### src/rtl/fwft_fifo_pkg.sv
package fwft_fifo_pkg;

    typedef enum logic {
        MODE_STANDARD = 1'b0,
        MODE_FALLTHRU = 1'b1
    } out_mode_e;

    typedef struct packed {
        logic push;
        logic pop;
    } fifo_op_t;

    typedef struct packed {
        logic full;
        logic empty;
        logic almost_full;
        logic almost_empty;
    } fifo_flags_t;

endpackage

### src/rtl/fwft_fifo_ptr.sv
module fwft_fifo_ptr #(
    parameter int DEPTH  = 16,
    parameter int ADDR_W = $clog2(DEPTH),
    parameter int CNT_W  = ADDR_W + 1
) (
    input  logic                       clk_i,
    input  logic                       rst_ni,
    input  logic                       wr_req_i,
    input  logic                       rd_req_i,
    output fwft_fifo_pkg::fifo_op_t    op_o,
    output logic [ADDR_W-1:0]          wr_addr_o,
    output logic [ADDR_W-1:0]          rd_addr_o,
    output logic [CNT_W-1:0]           count_o
);
    import fwft_fifo_pkg::*;

    localparam logic [ADDR_W-1:0] LAST_SLOT = ADDR_W'(DEPTH - 1);
    localparam logic [CNT_W-1:0]  CAPACITY  = CNT_W'(DEPTH);

    typedef struct packed {
        logic [ADDR_W-1:0] wptr;
        logic [ADDR_W-1:0] rptr;
        logic [CNT_W-1:0]  count;
    } ptr_state_t;

    ptr_state_t state_d, state_q;
    fifo_op_t   op;

    function automatic logic [ADDR_W-1:0] bump(input logic [ADDR_W-1:0] p);
        return (p == LAST_SLOT) ? '0 : p + 1'b1;
    endfunction

    always_comb begin
        state_d = state_q;
        op.push = wr_req_i && (state_q.count != CAPACITY);
        op.pop  = rd_req_i && (state_q.count != '0);
        if (op.push) begin
            state_d.wptr = bump(state_q.wptr);
        end
        if (op.pop) begin
            state_d.rptr = bump(state_q.rptr);
        end
        unique case ({op.push, op.pop})
            2'b10:   state_d.count = state_q.count + 1'b1;
            2'b01:   state_d.count = state_q.count - 1'b1;
            default: state_d.count = state_q.count;
        endcase
    end

    always_ff @(posedge clk_i) begin
        if (!rst_ni) begin
            state_q <= '0;
        end else begin
            state_q <= state_d;
        end
    end

    assign op_o      = op;
    assign wr_addr_o = state_q.wptr;
    assign rd_addr_o = state_q.rptr;
    assign count_o   = state_q.count;

endmodule

### src/rtl/fwft_fifo_store.sv
module fwft_fifo_store #(
    parameter int DATA_W = 8,
    parameter int DEPTH  = 16,
    parameter int ADDR_W = $clog2(DEPTH)
) (
    input  logic              clk_i,
    input  logic              rst_ni,
    input  logic              we_i,
    input  logic [ADDR_W-1:0] waddr_i,
    input  logic [DATA_W-1:0] wdata_i,
    input  logic [ADDR_W-1:0] raddr_i,
    output logic [DATA_W-1:0] rdata_o
);
    logic [DATA_W-1:0] rows [DEPTH];

    for (genvar g = 0; g < DEPTH; g++) begin : g_row
        logic [DATA_W-1:0] row_d, row_q;

        always_comb begin
            row_d = row_q;
            if (we_i && (waddr_i == ADDR_W'(g))) begin
                row_d = wdata_i;
            end
        end

        always_ff @(posedge clk_i) begin
            if (!rst_ni) begin
                row_q <= '0;
            end else begin
                row_q <= row_d;
            end
        end

        assign rows[g] = row_q;
    end

    always_comb begin
        rdata_o = rows[0];
        for (int i = 0; i < DEPTH; i++) begin
            if (raddr_i == ADDR_W'(i)) begin
                rdata_o = rows[i];
            end
        end
    end

endmodule

### src/rtl/fwft_fifo_outstage.sv
module fwft_fifo_outstage #(
    parameter int DATA_W = 8
) (
    input  logic                       clk_i,
    input  logic                       rst_ni,
    input  fwft_fifo_pkg::out_mode_e   mode_i,
    input  logic                       pop_i,
    input  logic [DATA_W-1:0]          head_i,
    output logic [DATA_W-1:0]          data_o
);
    import fwft_fifo_pkg::*;

    typedef struct packed {
        logic [DATA_W-1:0] data;
    } out_state_t;

    out_state_t state_d, state_q;

    always_comb begin
        state_d = state_q;
        if (pop_i) begin
            state_d.data = head_i;
        end
    end

    always_ff @(posedge clk_i) begin
        if (!rst_ni) begin
            state_q <= '0;
        end else begin
            state_q <= state_d;
        end
    end

    assign data_o = (mode_i == MODE_FALLTHRU) ? head_i : state_q.data;

endmodule

### src/rtl/fwft_fifo_flags.sv
module fwft_fifo_flags #(
    parameter int DEPTH = 16,
    parameter int CNT_W = $clog2(DEPTH) + 1
) (
    input  logic [CNT_W-1:0]              count_i,
    input  logic [CNT_W-1:0]              af_level_i,
    input  logic [CNT_W-1:0]              ae_level_i,
    output fwft_fifo_pkg::fifo_flags_t    flags_o
);
    import fwft_fifo_pkg::*;

    localparam logic [CNT_W-1:0] CAPACITY = CNT_W'(DEPTH);

    fifo_flags_t flags_d;

    always_comb begin
        flags_d              = '0;
        flags_d.full         = (count_i == CAPACITY);
        flags_d.empty        = (count_i == '0);
        flags_d.almost_full  = (count_i >= af_level_i);
        flags_d.almost_empty = (count_i <= ae_level_i);
    end

    assign flags_o = flags_d;

endmodule

### src/rtl/fwft_fifo_ctrl.sv
module fwft_fifo_ctrl #(
    parameter int DATA_W = 8,
    parameter int DEPTH  = 16,
    localparam int ADDR_W = $clog2(DEPTH),
    localparam int CNT_W  = ADDR_W + 1
) (
    input  logic              clk_i,
    input  logic              rst_ni,
    input  logic              fwft_mode_i,
    input  logic [CNT_W-1:0]  af_level_i,
    input  logic [CNT_W-1:0]  ae_level_i,
    input  logic              wr_en_i,
    input  logic [DATA_W-1:0] wr_data_i,
    input  logic              rd_en_i,
    output logic [DATA_W-1:0] rd_data_o,
    output logic              full_o,
    output logic              empty_o,
    output logic              almost_full_o,
    output logic              almost_empty_o
);
    import fwft_fifo_pkg::*;

    fifo_op_t          op;
    fifo_flags_t       flags;
    logic [ADDR_W-1:0] wr_addr;
    logic [ADDR_W-1:0] rd_addr;
    logic [CNT_W-1:0]  occupancy;
    logic [DATA_W-1:0] head_word;
    out_mode_e         mode;

    assign mode = out_mode_e'(fwft_mode_i);

    fwft_fifo_ptr #(
        .DEPTH  (DEPTH),
        .ADDR_W (ADDR_W),
        .CNT_W  (CNT_W)
    ) u_ptr (
        .clk_i     (clk_i),
        .rst_ni    (rst_ni),
        .wr_req_i  (wr_en_i),
        .rd_req_i  (rd_en_i),
        .op_o      (op),
        .wr_addr_o (wr_addr),
        .rd_addr_o (rd_addr),
        .count_o   (occupancy)
    );

    fwft_fifo_store #(
        .DATA_W (DATA_W),
        .DEPTH  (DEPTH),
        .ADDR_W (ADDR_W)
    ) u_store (
        .clk_i   (clk_i),
        .rst_ni  (rst_ni),
        .we_i    (op.push),
        .waddr_i (wr_addr),
        .wdata_i (wr_data_i),
        .raddr_i (rd_addr),
        .rdata_o (head_word)
    );

    fwft_fifo_outstage #(
        .DATA_W (DATA_W)
    ) u_out (
        .clk_i  (clk_i),
        .rst_ni (rst_ni),
        .mode_i (mode),
        .pop_i  (op.pop),
        .head_i (head_word),
        .data_o (rd_data_o)
    );

    fwft_fifo_flags #(
        .DEPTH (DEPTH),
        .CNT_W (CNT_W)
    ) u_flags (
        .count_i    (occupancy),
        .af_level_i (af_level_i),
        .ae_level_i (ae_level_i),
        .flags_o    (flags)
    );

    assign full_o         = flags.full;
    assign empty_o        = flags.empty;
    assign almost_full_o  = flags.almost_full;
    assign almost_empty_o = flags.almost_empty;

endmodule

### config.mk
export PLATFORM = sky130hd
export DESIGN_NAME = fwft_fifo_ctrl
export DESIGN_NICKNAME = d
export VERILOG_FILES = /design/src/rtl/fwft_fifo_pkg.sv /design/src/rtl/fwft_fifo_ptr.sv /design/src/rtl/fwft_fifo_store.sv /design/src/rtl/fwft_fifo_outstage.sv /design/src/rtl/fwft_fifo_flags.sv /design/src/rtl/fwft_fifo_ctrl.sv
export SDC_FILE = /design/constraint.sdc
export NUM_CORES = 1
export LEC_CHECK = 0
export ABC_AREA = 1
export BUFFER_PORTS_ARGS = -buffer_cell sky130_fd_sc_hd__buf_2
export CAP_MARGIN = 5
export CORE_ASPECT_RATIO = 1.2
export CORE_MARGIN = 5
export CORE_UTILIZATION = 45
export DETAILED_ROUTE_END_ITERATION = 10
export SYNTH_ARGS = -nofsm -noshare
export SYNTH_HDL_FRONTEND = slang
export SYNTH_SLANG_ARGS = --single-unit
### constraint.sdc
create_clock -name clk_i -period 2.9 [get_ports clk_i]
set_input_delay 0.145 -clock clk_i [delete_from_list [all_inputs] [get_ports clk_i]]
set_output_delay 0.145 -clock clk_i [all_outputs]
set_load 0.02 [all_outputs]
==> reports/summary.txt <==
Post-Syn Instances: 1093
synthesized area: 7513 um2
fin nets: 1181
cell area after layout: 8976 um2
CP Data Arrival Time: 2.74 ns
number of max-slew violations in the final report: 0
startpoint class of the critical path: register
Synth area leaders: dfxtp_1 (40%), a21oi_1 (11%), o21ai_0 (9.6%)
worst slack at placement: 0.2508 ns
CTS Buf Count: 17
fmax: 0.3472 GHz
switching pwr: 2.331 mW
Mapped Avg Cell Area: 6.874 um2
Post-DP HPWL: 12880 um
port bufs: 34
setup total negative slack: 0 ns
number of enable flip-flop cells after synthesis: 0
top_reg_cell synth: dfxtp_1
Reg power frac: 32.9%
die area: 19390 um2
Inst Count DP: 1306
global-route wire length before repair: 32330 um
power consumption: 6.950 mW
Required @ worst endpoint: 2.76 ns
post-DR vias/cell: 4.983
gr usage total: 20.93%
worst setup margin: 0.01979 ns
Clk network pwr share: 34.4%
Starting Density: 45.99%
critical path class: register to output pin
Synthesis Warnings: 0
Worst-Margin Slew: 0.6713 ns
Clock Latency Late Sink: 0.43 ns
Int Pwr: 4.619 mW
number of global-route vias before repair: 6336
endpoints failing setup: 0
final hold violation count: 0
ratio of cells with drive above 1 in the final layout: 17.09%
Filler cells: 1666
drt first pass iters: 4
Placement Cell Area: 7830 um2
row count: 51
RSZ-0062 raised after global routing: yes
CTS tree: yes
Starting DRT DRC Count: 504
Crit. End Element: output pin
I/O pin cnt: 35
via count: 6772
Slew HR: 55.11%
Sink Count: 149
chip width: 128.0 um
initial antenna violation count: 0
Final GP Congestion: 0.8027
Ant. Diodes: 0
pwr/cell area: 774.3 nW/um2
Post-route DRC: 0
synthesized flop and latch total: 149
CTS max path bufs: 2
DRT Wirelength: 19530 um
Tmin final: 2.880 ns
core area: 16340 um2
fin cells: 1359
Synth area leader: dfxtp_1
outcome: finished clean
Synth top area share: 39.70%
WL/cell: 14.37 um
crit share post-route: 99.32%
largest net degree at the start of global routing: 94
Mapped Nets: 1139
Post-Route Skew: 0.01188 ns
CTS Root Cell: clkbuf_16
Lkg Pwr: 3.759 nW
Max rail drop VDD: 0.0004241 V
hold crit path type: input port to register
Worst-path clk slew: 0.06 ns
post-synth cell types: 36
sequential element share of the synthesized area: 39.70%
critical-path maximum fanout: 5
combinational power share: 32.6%
total gr overflow: 0
ys async rst share: 0%
switching fraction of total power: 33.54%
Final ANT Viol Nets: 0
die height: 151.5 um
# Max-Cap Violations: 0
Area growth syn-to-layout: 19.47%
H-tree levels: 4
[cells in the final DEF, fill, tap and decap left out, types with 2 or more instances in the layout]
cell / Yosys / routed
nand4_1: 17 / 17
nand3_4: 1 / 2
nor2_2: 5 / 5
o21ai_1: 10 / 9
ha_4: 0 / 3
buf_6: 2 / 9
nand3_2: 0 / 23
buf_12: 0 / 2
nor2_4: 2 / 2
clkbuf_8: 4 / 5
clkbuf_16: 0 / 17
clkinv_2: 0 / 4
inv_2: 14 / 15
xnor2_1: 2 / 2
inv_1: 181 / 176
ha_2: 0 / 2
dfxtp_1: 149 / 145
nor2_1: 46 / 46
nor3_1: 2 / 2
nand2_2: 3 / 21
buf_2: 11 / 25
xor2_1: 2 / 2
o21ai_0: 144 / 144
buf_4: 0 / 36
a21oi_1: 166 / 165
bufinv_16: 0 / 4
nor2_8: 2 / 2
clkinvlp_4: 0 / 2
dfxtp_2: 0 / 2
nand2_1: 186 / 167
dfxtp_4: 0 / 2
nand2_4: 3 / 4
ha_1: 22 / 17
inv_4: 1 / 3
o21bai_1: 4 / 4
nand3_1: 70 / 47
[registers in the layout, indices dropped and copies added, names as in the netlist]
| signal | cells |
|---|---|
| u_ptr.wr_addr_o | 4 |
| u_out.state_q | 8 |
| u_ptr.rd_addr_o | 4 |
| u_store.g_row.row_q | 128 |
| u_ptr.count_o | 5 |
[worst paths after layout]
path | startpoint | endpoint | slack [ns] | cells past startpoint
setup / recovery | u_ptr.rd_addr_o[0]$_SDFFE_PN0P_ | rd_data_o[4] | 0.02 | 22
hold / removal | rd_en_i | u_ptr.rd_addr_o[1]$_SDFFE_PN0P_ | 0.06 | 3
setup reg to reg | u_ptr.count_o[2]$_SDFFE_PN0P_ | u_ptr.count_o[4]$_SDFFE_PN0P_ | 0.32 | 15
hold reg to reg | u_store.g_row[13].row_q[1]$_SDFFE_PN0P_ | u_store.g_row[13].row_q[1]$_SDFFE_PN0P_ | 0.44 | 2
[kinds of logic (layout without fill, tap and decap cells)]
kind of cell / count (synthesis) / in the layout / share of synthesized area, %
compound gates: 330 / 330 / 22.26
xor+xnor: 4 / 4 / 0.4664
fa+ha+maj: 23 / 23 / 3.930
buf+inv: 249 / 301 / 13.57
flops: 149 / 149 / 39.70
simple gates: 338 / 340 / 20.07
[synth_stat cells, types with 2 or more instances]
master	count
inv_1	181
dfxtp_1	149
nor3_1	2
clkbuf_1	33
nand2_1	186
nand3_1	70
nand2_2	3
buf_6	2
nand4_1	17
xnor2_1	2
ha_1	22
inv_2	14
clkbuf_8	4
buf_2	11
o21ai_1	10
nor2_4	2
nor2_1	46
a21oi_1	166
a31oi_1	2
o21bai_1	4
nand2_4	3
nor2_8	2
xor2_1	2
nor2_2	5
o21ai_0	144
[power groups by stage]
stage | sequential, mW | clock, mW | combinational [mW]
after floorplan | 2.30 | 0 | 1.40
after global placement | 2.31 | 0 | 1.90
after detailed placement | 2.32 | 0 | 1.92
after CTS | 2.28 | 2.44 | 2.00
after global routing | 2.31 | 2.53 | 2.55
final | 2.29 | 2.39 | 2.27
[worst max-delay path, stage by stage (launching register included)]
cell and delay [ns]:
dfxtp_4 0.39, clkinvlp_4 0.14, ha_4 0.21, inv_2 0.11, nor2_4 0.07, buf_4 0.14, buf_4 0.12, a21oi_1 0.11
nand2_1 0.08, nand2_1 0.06, nand2_1 0.05, nand2_1 0.06, nand2_1 0.05, nand2_1 0.07, nand2_1 0.06, nand2_1 0.07
nand3_1 0.08, nand3_2 0.09, nand2_2 0.07, nand2_1 0.06, nand2_1 0.04, nand2_1 0.06, buf_4 0.13
[final cells by class]
| class | count | area, um2 | share of cell area, % |
|---|---|---|---|
| tap | 212 | 265.3 | 2.955 |
| timing repair buffer | 72 | 536.8 | 5.980 |
| clock buffer | 22 | 494.2 | 5.506 |
| clock inverter | 9 | 147.6 | 1.645 |
| sequential | 149 | 2993 | 33.34 |
| multi-input combinational | 697 | 3772 | 42.03 |
| inverter | 198 | 767.0 | 8.545 |
[through the flow]
step                      utilization (%)  hold WS (ns)
after global placement              47.93        0.4323
after floorplan                         -        0.3379
final                               54.95       0.05957
after detailed placement            47.93        0.4358
after global routing                54.95       0.07322
after CTS                           52.91       0.06494
[metal layers]
metal | GRT usage (%) | share of wire [%] | up-vias | wire (um)
li1 | - | - | 3616 | -
met1 | 27.04 | 46 | 3031 | 9021
met2 | 35.59 | 49 | 102 | 9543
met3 | 3.682 | 3.3 | 23 | 637
met4 | 6.635 | 1.7 | 0 | 324
met5 | 0 | 0 | - | 0
[timing repair]
action,CTS,global route
pin swaps,16,31
hold buffers,0,0
setup buffers,12,8
cloned,1,1
resized for setup,24,68
endpoints found under the setup margin,8,9
No activity file was read; power rests on OpenSTA's default activity.
